==> config.mk <==
export PLATFORM = sky130hd
export DESIGN_NAME = frac_clk_divider
export DESIGN_NICKNAME = d
export VERILOG_FILES = /design/src/rtl/fdiv_pkg.sv /design/src/rtl/fdiv_regs.sv /design/src/rtl/fdiv_sequencer.sv /design/src/rtl/fdiv_period_ctr.sv /design/src/rtl/frac_clk_divider.sv
export SDC_FILE = /design/constraint.sdc
export NUM_CORES = 1
export LEC_CHECK = 0
export ABC_AREA = 1
export BUFFER_PORTS_ARGS = -buffer_cell sky130_fd_sc_hd__buf_2
export CORE_UTILIZATION = 45
export DETAILED_ROUTE_END_ITERATION = 12
export SLEW_MARGIN = 20
export SYNTH_ARGS = -nofsm -noshare
export SYNTH_HDL_FRONTEND = slang
export SYNTH_SLANG_ARGS = --single-unit
==> constraint.sdc <==
create_clock -name clk -period 6.5 [get_ports clk]
set_input_delay 0.65 -clock clk [delete_from_list [all_inputs] [get_ports clk]]
set_output_delay 0.65 -clock clk [all_outputs]
set_load 0.01 [all_outputs]
==> src/rtl/fdiv_pkg.sv <==
package fdiv_pkg;

  localparam int unsigned ADDR_W = 2;

  typedef enum logic [ADDR_W-1:0] {
    SEL_BASE  = 2'd0,
    SEL_SHORT = 2'd1
  } reg_sel_e;

  // A short count of zero is treated as one.
  function automatic int unsigned eff_short_of(int unsigned s);
    return (s == 0) ? 1 : s;
  endfunction

  function automatic int unsigned period_ratio(int unsigned base, logic is_short);
    return base + (is_short ? 2 : 3);
  endfunction

endpackage

==> src/rtl/fdiv_regs.sv <==
module fdiv_regs
  import fdiv_pkg::*;
#(
  parameter int BASE_W    = 14,
  parameter int SHORT_W   = 12,
  parameter int DATA_W    = 16,
  parameter int RST_BASE  = 32'h2000,
  parameter int RST_SHORT = 32'h0FFF
) (
  input  logic               clk,
  input  logic               rst,
  input  logic               wr_en,
  input  logic [ADDR_W-1:0]  addr,
  input  logic [DATA_W-1:0]  wdata,
  output logic [DATA_W-1:0]  rdata,
  output logic [BASE_W-1:0]  base_q,
  output logic [SHORT_W-1:0] short_q
);

  always_ff @(posedge clk) begin
    if (rst) begin
      base_q  <= BASE_W'(RST_BASE);
      short_q <= SHORT_W'(RST_SHORT);
    end else if (wr_en) begin
      case (addr)
        SEL_BASE:  base_q  <= wdata[BASE_W-1:0];
        SEL_SHORT: short_q <= wdata[SHORT_W-1:0];
        default: ;
      endcase
    end
  end

  always_comb begin
    case (addr)
      SEL_BASE:  rdata = DATA_W'(base_q);
      SEL_SHORT: rdata = DATA_W'(short_q);
      default:   rdata = '0;
    endcase
  end

endmodule

==> src/rtl/fdiv_sequencer.sv <==
module fdiv_sequencer
  import fdiv_pkg::*;
#(
  parameter int BASE_W    = 14,
  parameter int SHORT_W   = 12,
  parameter int RST_BASE  = 32'h2000,
  parameter int RST_SHORT = 32'h0FFF
) (
  input  logic               clk,
  input  logic               rst,
  input  logic               tick,
  input  logic [BASE_W-1:0]  base_q,
  input  logic [SHORT_W-1:0] short_q,
  output logic [BASE_W-1:0]  act_base,
  output logic [SHORT_W-1:0] act_short,
  output logic [SHORT_W-1:0] period_idx,
  output logic               in_short,
  output logic               last_period
);

  assign last_period = &period_idx;
  assign in_short    = 32'(period_idx) < eff_short_of(32'(act_short));

  always_ff @(posedge clk) begin
    if (rst) begin
      period_idx <= '0;
      act_base   <= BASE_W'(RST_BASE);
      act_short  <= SHORT_W'(RST_SHORT);
    end else if (tick) begin
      period_idx <= period_idx + 1'b1;
      if (last_period) begin
        act_base  <= base_q;
        act_short <= short_q;
      end
    end
  end

endmodule

==> src/rtl/fdiv_period_ctr.sv <==
module fdiv_period_ctr #(
  parameter int CNT_W = 15
) (
  input  logic             clk,
  input  logic             rst,
  input  logic [CNT_W-1:0] ratio,
  output logic [CNT_W-1:0] cnt,
  output logic             tick
);

  logic [CNT_W-1:0] last_cnt;

  assign last_cnt = ratio - CNT_W'(1);
  assign tick     = (cnt == last_cnt);

  always_ff @(posedge clk) begin
    if (rst)       cnt <= '0;
    else if (tick) cnt <= '0;
    else           cnt <= cnt + 1'b1;
  end

endmodule

==> src/rtl/frac_clk_divider.sv <==
module frac_clk_divider
  import fdiv_pkg::*;
#(
  parameter int BASE_W    = 14,
  parameter int SHORT_W   = 12,
  parameter int DATA_W    = 16,
  parameter int RST_BASE  = 32'h2000,
  parameter int RST_SHORT = 32'h0FFF
) (
  input  logic              clk,
  input  logic              rst,
  input  logic              wr_en,
  input  logic [1:0]        addr,
  input  logic [DATA_W-1:0] wdata,
  output logic [DATA_W-1:0] rdata,
  output logic              tick,
  output logic              frame_mark
);

  localparam int CNT_W = BASE_W + 1;

  logic [BASE_W-1:0]  base_q;
  logic [SHORT_W-1:0] short_q;
  logic [BASE_W-1:0]  act_base;
  logic [SHORT_W-1:0] act_short;
  logic [SHORT_W-1:0] period_idx;
  logic               in_short;
  logic               last_period;
  logic [CNT_W-1:0]   cur_ratio;
  logic [CNT_W-1:0]   cnt;

  fdiv_regs #(
    .BASE_W(BASE_W), .SHORT_W(SHORT_W), .DATA_W(DATA_W),
    .RST_BASE(RST_BASE), .RST_SHORT(RST_SHORT)
  ) u_regs (
    .clk(clk), .rst(rst), .wr_en(wr_en), .addr(addr), .wdata(wdata),
    .rdata(rdata), .base_q(base_q), .short_q(short_q)
  );

  fdiv_sequencer #(
    .BASE_W(BASE_W), .SHORT_W(SHORT_W),
    .RST_BASE(RST_BASE), .RST_SHORT(RST_SHORT)
  ) u_seq (
    .clk(clk), .rst(rst), .tick(tick), .base_q(base_q), .short_q(short_q),
    .act_base(act_base), .act_short(act_short), .period_idx(period_idx),
    .in_short(in_short), .last_period(last_period)
  );

  assign cur_ratio = CNT_W'(period_ratio(32'(act_base), in_short));

  fdiv_period_ctr #(.CNT_W(CNT_W)) u_ctr (
    .clk(clk), .rst(rst), .ratio(cur_ratio), .cnt(cnt), .tick(tick)
  );

  assign frame_mark = tick & last_period;

endmodule

==> results of run 1 <==
## worst reg2reg max path, stage by stage, from the launching register on
cell and delay [ns]:
dfxtp_1 0.43, ha_1 0.28, a21oi_1 0.15, nor2_1 0.05, a211oi_1 0.19, nand2_1 0.08, a21oi_1 0.26, ha_1 0.27
inv_1 0.08, ha_1 0.32, inv_1 0.05, nand2_1 0.05, nand2_1 0.05, nor2_1 0.15, nand2_1 0.07, nor2_1 0.11
nand3_1 0.09, nor2_1 0.11, nand2_1 0.09, nor2_4 0.14, nand4_2 0.74, nor2_1 0.38, nor2_1 0.07
## Yosys cell counts (3+ instances only)
library cell  instances
inv_1                73
a22o_1               12
nor2_4                6
dfxtp_1              79
buf_6                 3
buf_2                 3
nor4_1                7
xor2_1               12
nor2_1              102
xnor2_1               3
nand3b_1              3
nand2_2               3
nor3_1               11
nand3_1              69
ha_1                 15
nand2_1             186
nand4_1               5
clkbuf_1             13
nor3b_1               3
o21ai_0              19
inv_2                 3
a21oi_1              22
## area by class of cell
class                   instances  area [um2]  share of cell area [%]
multi-input cells             489        2400                    50.3
flip-flops and latches         79        1580                    33.1
inverters                      76         285                    5.97
repair buffers                 35         178                    3.72
well taps                     129         161                    3.38
clock buffers                   9         124                    2.59
clock inverters                 6        45.0                   0.943
## stage by stage
| step | std cells | worst slack, ns | utilization, % | power [mW] |
|---|---|---|---|---|
| after detailed placement | 808 | 2.13 | 49.4 | 0.572 |
| after floorplan | 665 | 2.87 | - | 0.549 |
| final | 823 | 1.83 | 51.2 | 0.890 |
| after global routing | 823 | 1.41 | 51.2 | 0.926 |
| after CTS | 823 | 1.74 | 51.2 | 0.903 |
| after global placement | 808 | 2.19 | 49.4 | 0.571 |
## flip-flops by register name, indices dropped and copies added, names as in the netlist
name,cells
u_seq.act_base,14
u_regs.short_q,12
u_seq.act_short,12
u_regs.base_q,14
u_ctr.cnt,15
u_seq.period_idx,12
## layout by cell type (no fill, tap or decap), drive strengths merged, types with 15 or more instances in the layout
cell	instances
nand3	69
a21oi	22
o21ai	19
nand2	190
dfxtp	79
nor2	110
inv	78
ha	15
buf	35
## worst min-delay path by stage
stage               slack (ns)    startpoint  cells past startpoint      endpoint
global route              0.49  u_ctr.cnt[0]                      1  u_ctr.cnt[0]
global placement          0.45  u_ctr.cnt[0]                      1  u_ctr.cnt[0]
finish                    0.47  u_ctr.cnt[0]                      1  u_ctr.cnt[0]
CTS                       0.47  u_ctr.cnt[0]                      1  u_ctr.cnt[0]
detailed placement        0.45  u_ctr.cnt[0]                      1  u_ctr.cnt[0]
floorplan                 0.43  u_ctr.cnt[0]                      1  u_ctr.cnt[0]
## routing by layer
metal	share of wire, %	track usage [%]	vias up
li1	-	-	2171
met1	50	30.4	1781
met2	43	35.8	88
met3	4.3	4.58	16
met4	2.4	9.92	0
met5	0	0	-
## logic make-up after synthesis
logic type | after synthesis
AO/OA/AOI/OAI | 57
XOR/XNOR | 15
adder cells (fa/ha/maj) | 15
buffers and inverters | 97
flip-flops | 79
other | 1
AND/OR/NAND/NOR | 400
## power breakdown
part	leakage [nW]	internal, mW	switching [mW]
logic	1.62	0.0211	0.0360
registers	0.641	0.493	0.00962
clock network	0.0781	0.138	0.191
==> results by group, run 1 <==
Synth
  – Synthesized area: 0.00438 mm2
  – Yosys Warn Count: 0
  – Synth Area in Compound Gates: 7.80%
  – Largest area contributor in the netlist: dfxtp_1
  – Seq/Total Area, Yosys: 36.1%
  – Post-synthesis xor/xnor area fraction: 3.00%
  – Top cell type's share of synthesized area: 36.1%
  – Area share of and/or/nand/nor cells after synthesis: 39.6%
  – Mapped Avg Cell Area: 6.59 um2
  – Number of synthesized register bits: 79
  – Largest family of logic cells by synthesized area: simple AND/OR/NAND/NOR gates
  – FFs w/ async S/R, synth: 0%
  – Number of synthesized flops with an enable pin: 0
  – Post-synthesis adder-cell area fraction: 4.29%
  – Top FF cell, synth: dfxtp_1
  – Mux contribution to synthesized area: 0%
  – Post-synthesis cell count: 664
  – Yosys cell types: 32
  – Area contributors post-synth: dfxtp_1 (36%), nand2_1 (16%), nor2_1 (8.7%)

Cells and area
  – # fillers: 965
  – Share of cells above drive strength 1: 9.65%
  – Ant. Diodes: 0
  – Final Cell Area: 0.00478 mm2
  – NumNets Final: 726
  – Layout area overhead: 9.12%

Global route
  – Grt ovf: 0
  – Pin count of the biggest net entering global routing: 60
  – Initial antenna violation count: 0
  – GRT Overall Usage: 22.8%
  – Vias in the first global route: 3,750
  – First-pass GRT wire length: 17,900 um

Drt
  – Avg WL per Cell: 12.8 um
  – Vias per cell: 4.93
  – TritonRoute pass-1 iters: 5
  – Iter 0 DRT Violations: 226
  – Routed wire length: 10,500 um
  – Vias: 4,056
  – Drc violations: 0
  – Detail Route Antenna Nets: 0

Clock network
  – Worst skew pair latency: 0.37 ns
  – CTS tree: done
  – Clock sinks: 79
  – # Post-CTS Setup Buffers: 0
  – PostCTS Resize Cnt: 0
  – CTS max path bufs: 2
  – Hold-fix buffers at CTS: 0
  – CTS root buffer: clkbuf_8
  – CTS H-tree lvls: 3
  – Number of buffers created by CTS: 9
  – Worst-path clk slew: 0.08 ns

Worst setup path
  – Critical Path AT: 4.02 ns
  – CP endpoint: frame_mark
  – Required time worst endpoint: 5.85 ns
  – Crit start category: flip-flop
  – Max stage delay on crit path: 0.43 ns
  – RR Startpoint: u_seq.period_idx[5]
  – Worst reg2reg endpoint: u_seq.act_base[12]
  – R2r setup slk: 2.20 ns
  – CP max stage cell: dfxtp_1
  – CP Depth: 24
  – Crit path launch: u_seq.period_idx[5]
  – CP max FO: 7
  – Most Frequent Cell on Critical Path: nand2_1
  – CP Capture Type: output pin
  – Top Family by Delay on Critical Path: simple AND/OR/NAND/NOR gates
  – Sequence of cells on the critical path: ha_1, a21oi_1, nor2_1, a211oi_1, nand2_1, a21oi_1, ha_1, inv_1, ha_1, inv_1, nand2_1, nand2_1, nor2_1, nand2_1, nor2_1, nand3_1, nor2_1, nand2_1, nor2_4, nand2_4, inv_2, nand2_1, nor3_1, buf_2
  – Cell depth of the worst flop-to-flop path: 22
  – Buf+Inv Stages, Crit Path: 4
  – Crit Path Class: flip-flop to output pin

STA
  – Final Setup Violations: 0
  – Slew Viols, Final: 0
  – Unrepaired setup endpoints after global routing: no
  – Hold Slack: 0.465 ns
  – Setup TNS: 0 ns
  – Fin crit share: 71.9%
  – Final Hold Fails: 0
  – Setup Skew: 0.00953 ns
  – Normalized max-slew margin: 33.3%
  – Slew @ Worst Pin: 0.998 ns
  – Crit path time final: 4.67 ns
  – Peak Freq: 214 MHz

Floorplanning
  – Row cnt: 35
  – Ports: 39
  – Die X: 101 um
  – Floorplan Core Area: 0.00933 mm2
  – Starting Density: 46.9%
  – Die area: 0.0101 mm2
  – Die Y: 101 um

Hold path
  – Hold WC Path Type: flip-flop to flip-flop

Placed design
  – GPL Wtd Cong: 0.892
  – IO Port Bufs: 34
  – HPWL after DPL: 7830 um
  – Placed inst area: 0.00461 mm2

Outcome
  – Status: finished clean

Pwr
  – Leak Pwr: 2.34 nW
  – Pwr/cell area: 186 mW/mm2
  – Worst vdd ir: 143 uV

Job
  – Max-cap check violation count: 0
Note: power is estimated with default switching activity, not from simulation.
==> inputs of run 2 (changes only) <==
--- a/config.mk
+++ b/config.mk
@@ -5,10 +5,11 @@
 export SDC_FILE = /design/constraint.sdc
 export NUM_CORES = 1
 export LEC_CHECK = 0
-export ABC_AREA = 1
+export ABC_AREA = 0
 export BUFFER_PORTS_ARGS = -buffer_cell sky130_fd_sc_hd__buf_2
 export CORE_UTILIZATION = 45
 export DETAILED_ROUTE_END_ITERATION = 12
+export PLACE_DENSITY = 0.66
 export SLEW_MARGIN = 20
 export SYNTH_ARGS = -nofsm -noshare
 export SYNTH_HDL_FRONTEND = slang
==> constraint.sdc (replaced) <==
create_clock -name clk -period 3.7 [get_ports clk]
set_input_delay 0.37 -clock clk [delete_from_list [all_inputs] [get_ports clk]]
set_output_delay 0.37 -clock clk [all_outputs]
set_load 0.01 [all_outputs]
==> results by group, run 2 <==
Worst setup path
  – CP Capture Type: output pin (unchanged)
  – Crit Path Class: flip-flop to output pin (unchanged)
  – Sequence of cells on the critical path: inv_1, ha_1, and4_4, o211ai_1, o311a_1, ha_2, inv_2, ha_4, buf_6, o21ai_0, a21oi_1, o211ai_1, nor4b_4, o2111ai_4, buf_6, nor3_4, buf_2 (was ha_1, a21oi_1, nor2_1, a211oi_1, nand2_1, a21oi_1, ha_1, inv_1, ha_1, inv_1, nand2_1, nand2_1, nor2_1, nand2_1, nor2_1, nand3_1, nor2_1, nand2_1, nor2_4, nand2_4, inv_2, nand2_1, nor3_1, buf_2)
  – Cell depth of the worst flop-to-flop path: 20 (was 22)
  – Crit start category: flip-flop (unchanged)
  – CP max FO: 5 (was 7)
  – Buf+Inv Stages, Crit Path: 5 (was 4)
  – Max stage delay on crit path: 0.36 ns (was 0.43 ns)
  – Required time worst endpoint: 3.33 ns (was 5.85 ns)
  – Crit path launch: u_seq.act_short[9] (was u_seq.period_idx[5])
  – Critical Path AT: 3.60 ns (was 4.02 ns)
  – R2r setup slk: -0.25 ns (was 2.20 ns)
  – Worst reg2reg endpoint: u_seq.period_idx[8] (was u_seq.act_base[12])
  – Top Family by Delay on Critical Path: compound AO/OA/AOI/OAI gates (was simple AND/OR/NAND/NOR gates)
  – CP max stage cell: o311a_1 (was dfxtp_1)
  – CP endpoint: frame_mark (unchanged)
  – CP Depth: 17 (was 24)
  – RR Startpoint: u_seq.act_short[9] (was u_seq.period_idx[5])

Global route
  – Vias in the first global route: 3,667 (was 3,750)
  – Initial antenna violation count: 0 (unchanged)
  – First-pass GRT wire length: 17,000 um (was 17,900 um)
  – Grt ovf: 0 (unchanged)
  – GRT Overall Usage: 21.6% (was 22.8%)
  – Pin count of the biggest net entering global routing: 43 (was 60)

Synth
  – Synthesized area: 0.00424 mm2 (was 0.00438 mm2)
  – Mux contribution to synthesized area: 9.94% (was 0%)
  – Yosys cell types: 50 (was 32)
  – Top cell type's share of synthesized area: 37.3% (was 36.1%)
  – Largest area contributor in the netlist: dfxtp_1 (unchanged)
  – Most common cell in the netlist: dfxtp_1 (was nand2_1)
  – Area share of and/or/nand/nor cells after synthesis: 29.4% (was 39.6%)
  – Post-synthesis xor/xnor area fraction: 5.78% (was 3.00%)
  – Top FF cell, synth: dfxtp_1 (unchanged)
  – Largest family of logic cells by synthesized area: simple AND/OR/NAND/NOR gates (unchanged)
  – Number of synthesized register bits: 79 (unchanged)
  – Number of synthesized flops with an enable pin: 0 (unchanged)
  – Synth Area in Compound Gates: 8.20% (was 7.80%)
  – Mapped Avg Cell Area: 8.29 um2 (was 6.59 um2)
  – Top post-synthesis cells by count: dfxtp_1 (79), nor2_1 (63), nand2_1 (61) (was nand2_1 (186), nor2_1 (102), dfxtp_1 (79))
  – Post-synthesis adder-cell area fraction: 4.42% (was 4.29%)
  – Seq/Total Area, Yosys: 37.3% (was 36.1%)
  – Area contributors post-synth: dfxtp_1 (37%), mux2i_1 (9.7%), nor2_1 (5.6%) (was dfxtp_1 (36%), nand2_1 (16%), nor2_1 (8.7%))
  – FFs w/ async S/R, synth: 0% (unchanged)
  – Post-synthesis cell count: 512 (was 664)
  – Yosys Warn Count: 0 (unchanged)

Pwr
  – Leak Pwr: 2.47 nW (was 2.34 nW)
  – Worst vdd ir: 226 uV (was 143 uV)
  – Power Total: 1.71 mW (was 890 uW)
  – Pwr/cell area: 321 mW/mm2 (was 186 mW/mm2)

Cells and area
  – FF+latch area: 0.00159 mm2 (was 0.00158 mm2)
  – Commonest non-fill, non-tap cell in the layout: dfxtp_1 (was nand2_1)
  – Layout area overhead: 25.6% (was 9.12%)
  – NumNets Final: 609 (was 726)
  – Multi-input logic area: 0.00265 mm2 (was 0.00240 mm2)
  – Reg with most FFs: u_ctr.cnt (unchanged)
  – Biggest regs: u_ctr.cnt (15), u_regs.base_q (14), u_seq.act_base (14) (unchanged)
  – # fillers: 818 (was 965)
  – Max reg flops: 15 (unchanged)
  – Share of cells above drive strength 1: 23.9% (was 9.65%)
  – Most frequent cells in the layout: dfxtp_1 (72), nor2_1 (62), nand2_1 (61) (was nand2_1 (186), nor2_1 (102), dfxtp_1 (79))
  – Ant. Diodes: 0 (unchanged)

STA
  – Final Setup Violations: 38 (was 0)
  – Final WS setup: -0.269 ns (was 1.83 ns)
  – Peak Freq: 252 MHz
  – Normalized max-slew margin: 49.2% (was 33.3%)
  – Unrepaired setup endpoints after global routing: yes (was no)
  – Setup TNS: -7.78 ns (was 0 ns)
  – Setup Skew: 0.00661 ns (was 0.00953 ns)
  – Final Hold Fails: 0 (unchanged)
  – Slew @ Worst Pin: 0.762 ns (was 0.998 ns)
  – Slew Viols, Final: 0 (unchanged)
  – Crit path time final: 3.97 ns
  – Fin crit share: 107%

Floorplanning
  – Die area: 0.00982 mm2 (was 0.0101 mm2)
  – Ports: 39 (unchanged)
  – Die X: 99.1 um (was 101 um)
  – Starting Density: 46.1% (was 46.9%)
  – Floorplan Core Area: 0.00920 mm2 (was 0.00933 mm2)
  – Die Y: 99.1 um (was 101 um)
  – Row cnt: 35 (unchanged)

Drt
  – Avg WL per Cell: 14.9 um (was 12.8 um)
  – TritonRoute pass-1 iters: 4 (was 5)
  – Detail Route Antenna Nets: 0 (unchanged)
  – Drc violations: 0 (unchanged)
  – Vias per cell: 5.44 (was 4.93)
  – Vias: 3,743 (was 4,056)
  – Routed wire length: 10,300 um (was 10,500 um)
  – Iter 0 DRT Violations: 116 (was 226)

Placed design
  – IO Port Bufs: 34 (unchanged)
  – GPL Wtd Cong: 0.842 (was 0.892)
  – Pre-CTS WS: -0.293 ns (was 2.13 ns)
  – HPWL after DPL: 6860 um (was 7830 um)

Clock network
  – CTS root buffer: clkbuf_8 (unchanged)
  – Worst skew pair latency: 0.35 ns (was 0.37 ns)
  – CTS max path bufs: 2 (unchanged)
  – Clock sinks: 79 (unchanged)
  – CTS tree: done (unchanged)
  – Worst-path clk slew: 0.08 ns (about the same)
  – Number of buffers created by CTS: 9 (unchanged)
  – CTS H-tree lvls: 3 (unchanged)

Hold path
  – Hold WC Path Type: primary input to flip-flop (was flip-flop to flip-flop)

Job
  – Max-cap check violation count: 0 (unchanged)

Outcome
  – Status: finished, violations left (was finished clean)
  – Violated checks: negative setup slack
run 2: changes by cell type in the layout (fill, tap and decap cells not counted), sizes merged, moves of 28 or more:
cell	delta
buf	+40
inv	-57
mux2i	+41
nand2	-129
nand2b	+28
nand3	-47
nor2	-47
run 2: cells by family after synthesis:
| kind of cell | after synthesis |
|---|---|
| compound gates | 57 |
| other cells | 1 |
| flops | 79 |
| xor+xnor | 28 |
| simple gates | 243 |
| mux | 42 |
| fa+ha+maj | 15 |
| buf+inv | 47 |
run 2: through the flow:
step | instances | area, um2 | hold WS, ns | utilization (%)
after floorplan | 513 | 4280 | 0.445 | -
after global placement | 654 | 4650 | 0.460 | 50.6
after detailed placement | 654 | 4650 | 0.465 | 50.6
after CTS | 684 | 5160 | 0.230 | 56.2
after global routing | 688 | 5330 | 0.237 | 57.9
final | 688 | 5330 | 0.236 | 57.9
run 2: how the worst min path moves through the flow:
stage                           start                 to  cells after the start
floorplan           u_regs.base_q[12]  u_regs.base_q[12]                      2
global placement     u_regs.base_q[6]   u_regs.base_q[6]                      2
detailed placement   u_regs.base_q[9]   u_regs.base_q[9]                      2
CTS                         wdata[13]  u_regs.base_q[13]                      3
global route                wdata[12]  u_regs.base_q[12]                      3
finish                       wdata[4]  u_regs.short_q[4]                      3
run 2: cell type report:
| type | count | share of cell area, % |
|---|---|---|
| flip-flops and latches | 79 | 29.9 |
| repair buffers | 76 | 12.2 |
| clock buffers | 9 | 2.32 |
| clock inverters | 6 | 1.76 |
| inverters | 20 | 1.50 |
| well taps | 111 | 2.61 |
| multi-input cells | 387 | 49.8 |
run 2: layer usage:
layer / share of wire [%] / vias to the layer above / routed length [um] / GRT usage [%]
li1: - / 1863 / - / -
met1: 46 / 1787 / 4680 / 27.8
met5: 0 / - / 0 / 0
met3: 4.5 / 11 / 462 / 4.08
met2: 49 / 82 / 5020 / 36.2
met4: 1.1 / 0 / 109 / 7.69
run 2: what timing repair did:
| item | in CTS | in global routing |
|---|---|---|
| setup endpoints to repair | 40 | 55 |
| hold buffers | 0 | 0 |
| resized for setup | 35 | 32 |
| hold endpoints to repair | 0 | 0 |
| setup buffers | 12 | 3 |
| pin swaps | 29 | 16 |
| cloned | 3 | 1 |
run 2: power breakdown:
part	leakage [nW]	internal [mW]	total [mW]	switching, mW
logic	1.73	0.0524	0.119	0.0667
clock network	0.106	0.382	0.713	0.331
registers	0.638	0.864	0.879	0.0156
run 2: worst register-to-register path: stages (launching register included):
cell	delay (ns)
dfxtp_2	0.35
inv_1	0.04
ha_1	0.28
and4_4	0.23
o211ai_1	0.09
o311a_1	0.36
ha_2	0.19
inv_2	0.06
ha_4	0.15
buf_6	0.11
o21ai_0	0.08
a21oi_1	0.18
o211ai_1	0.17
nor4b_4	0.35
o2111ai_4	0.18
buf_6	0.17
buf_4	0.14
buf_6	0.12
buf_4	0.14
or3_4	0.36
a21oi_2	0.13
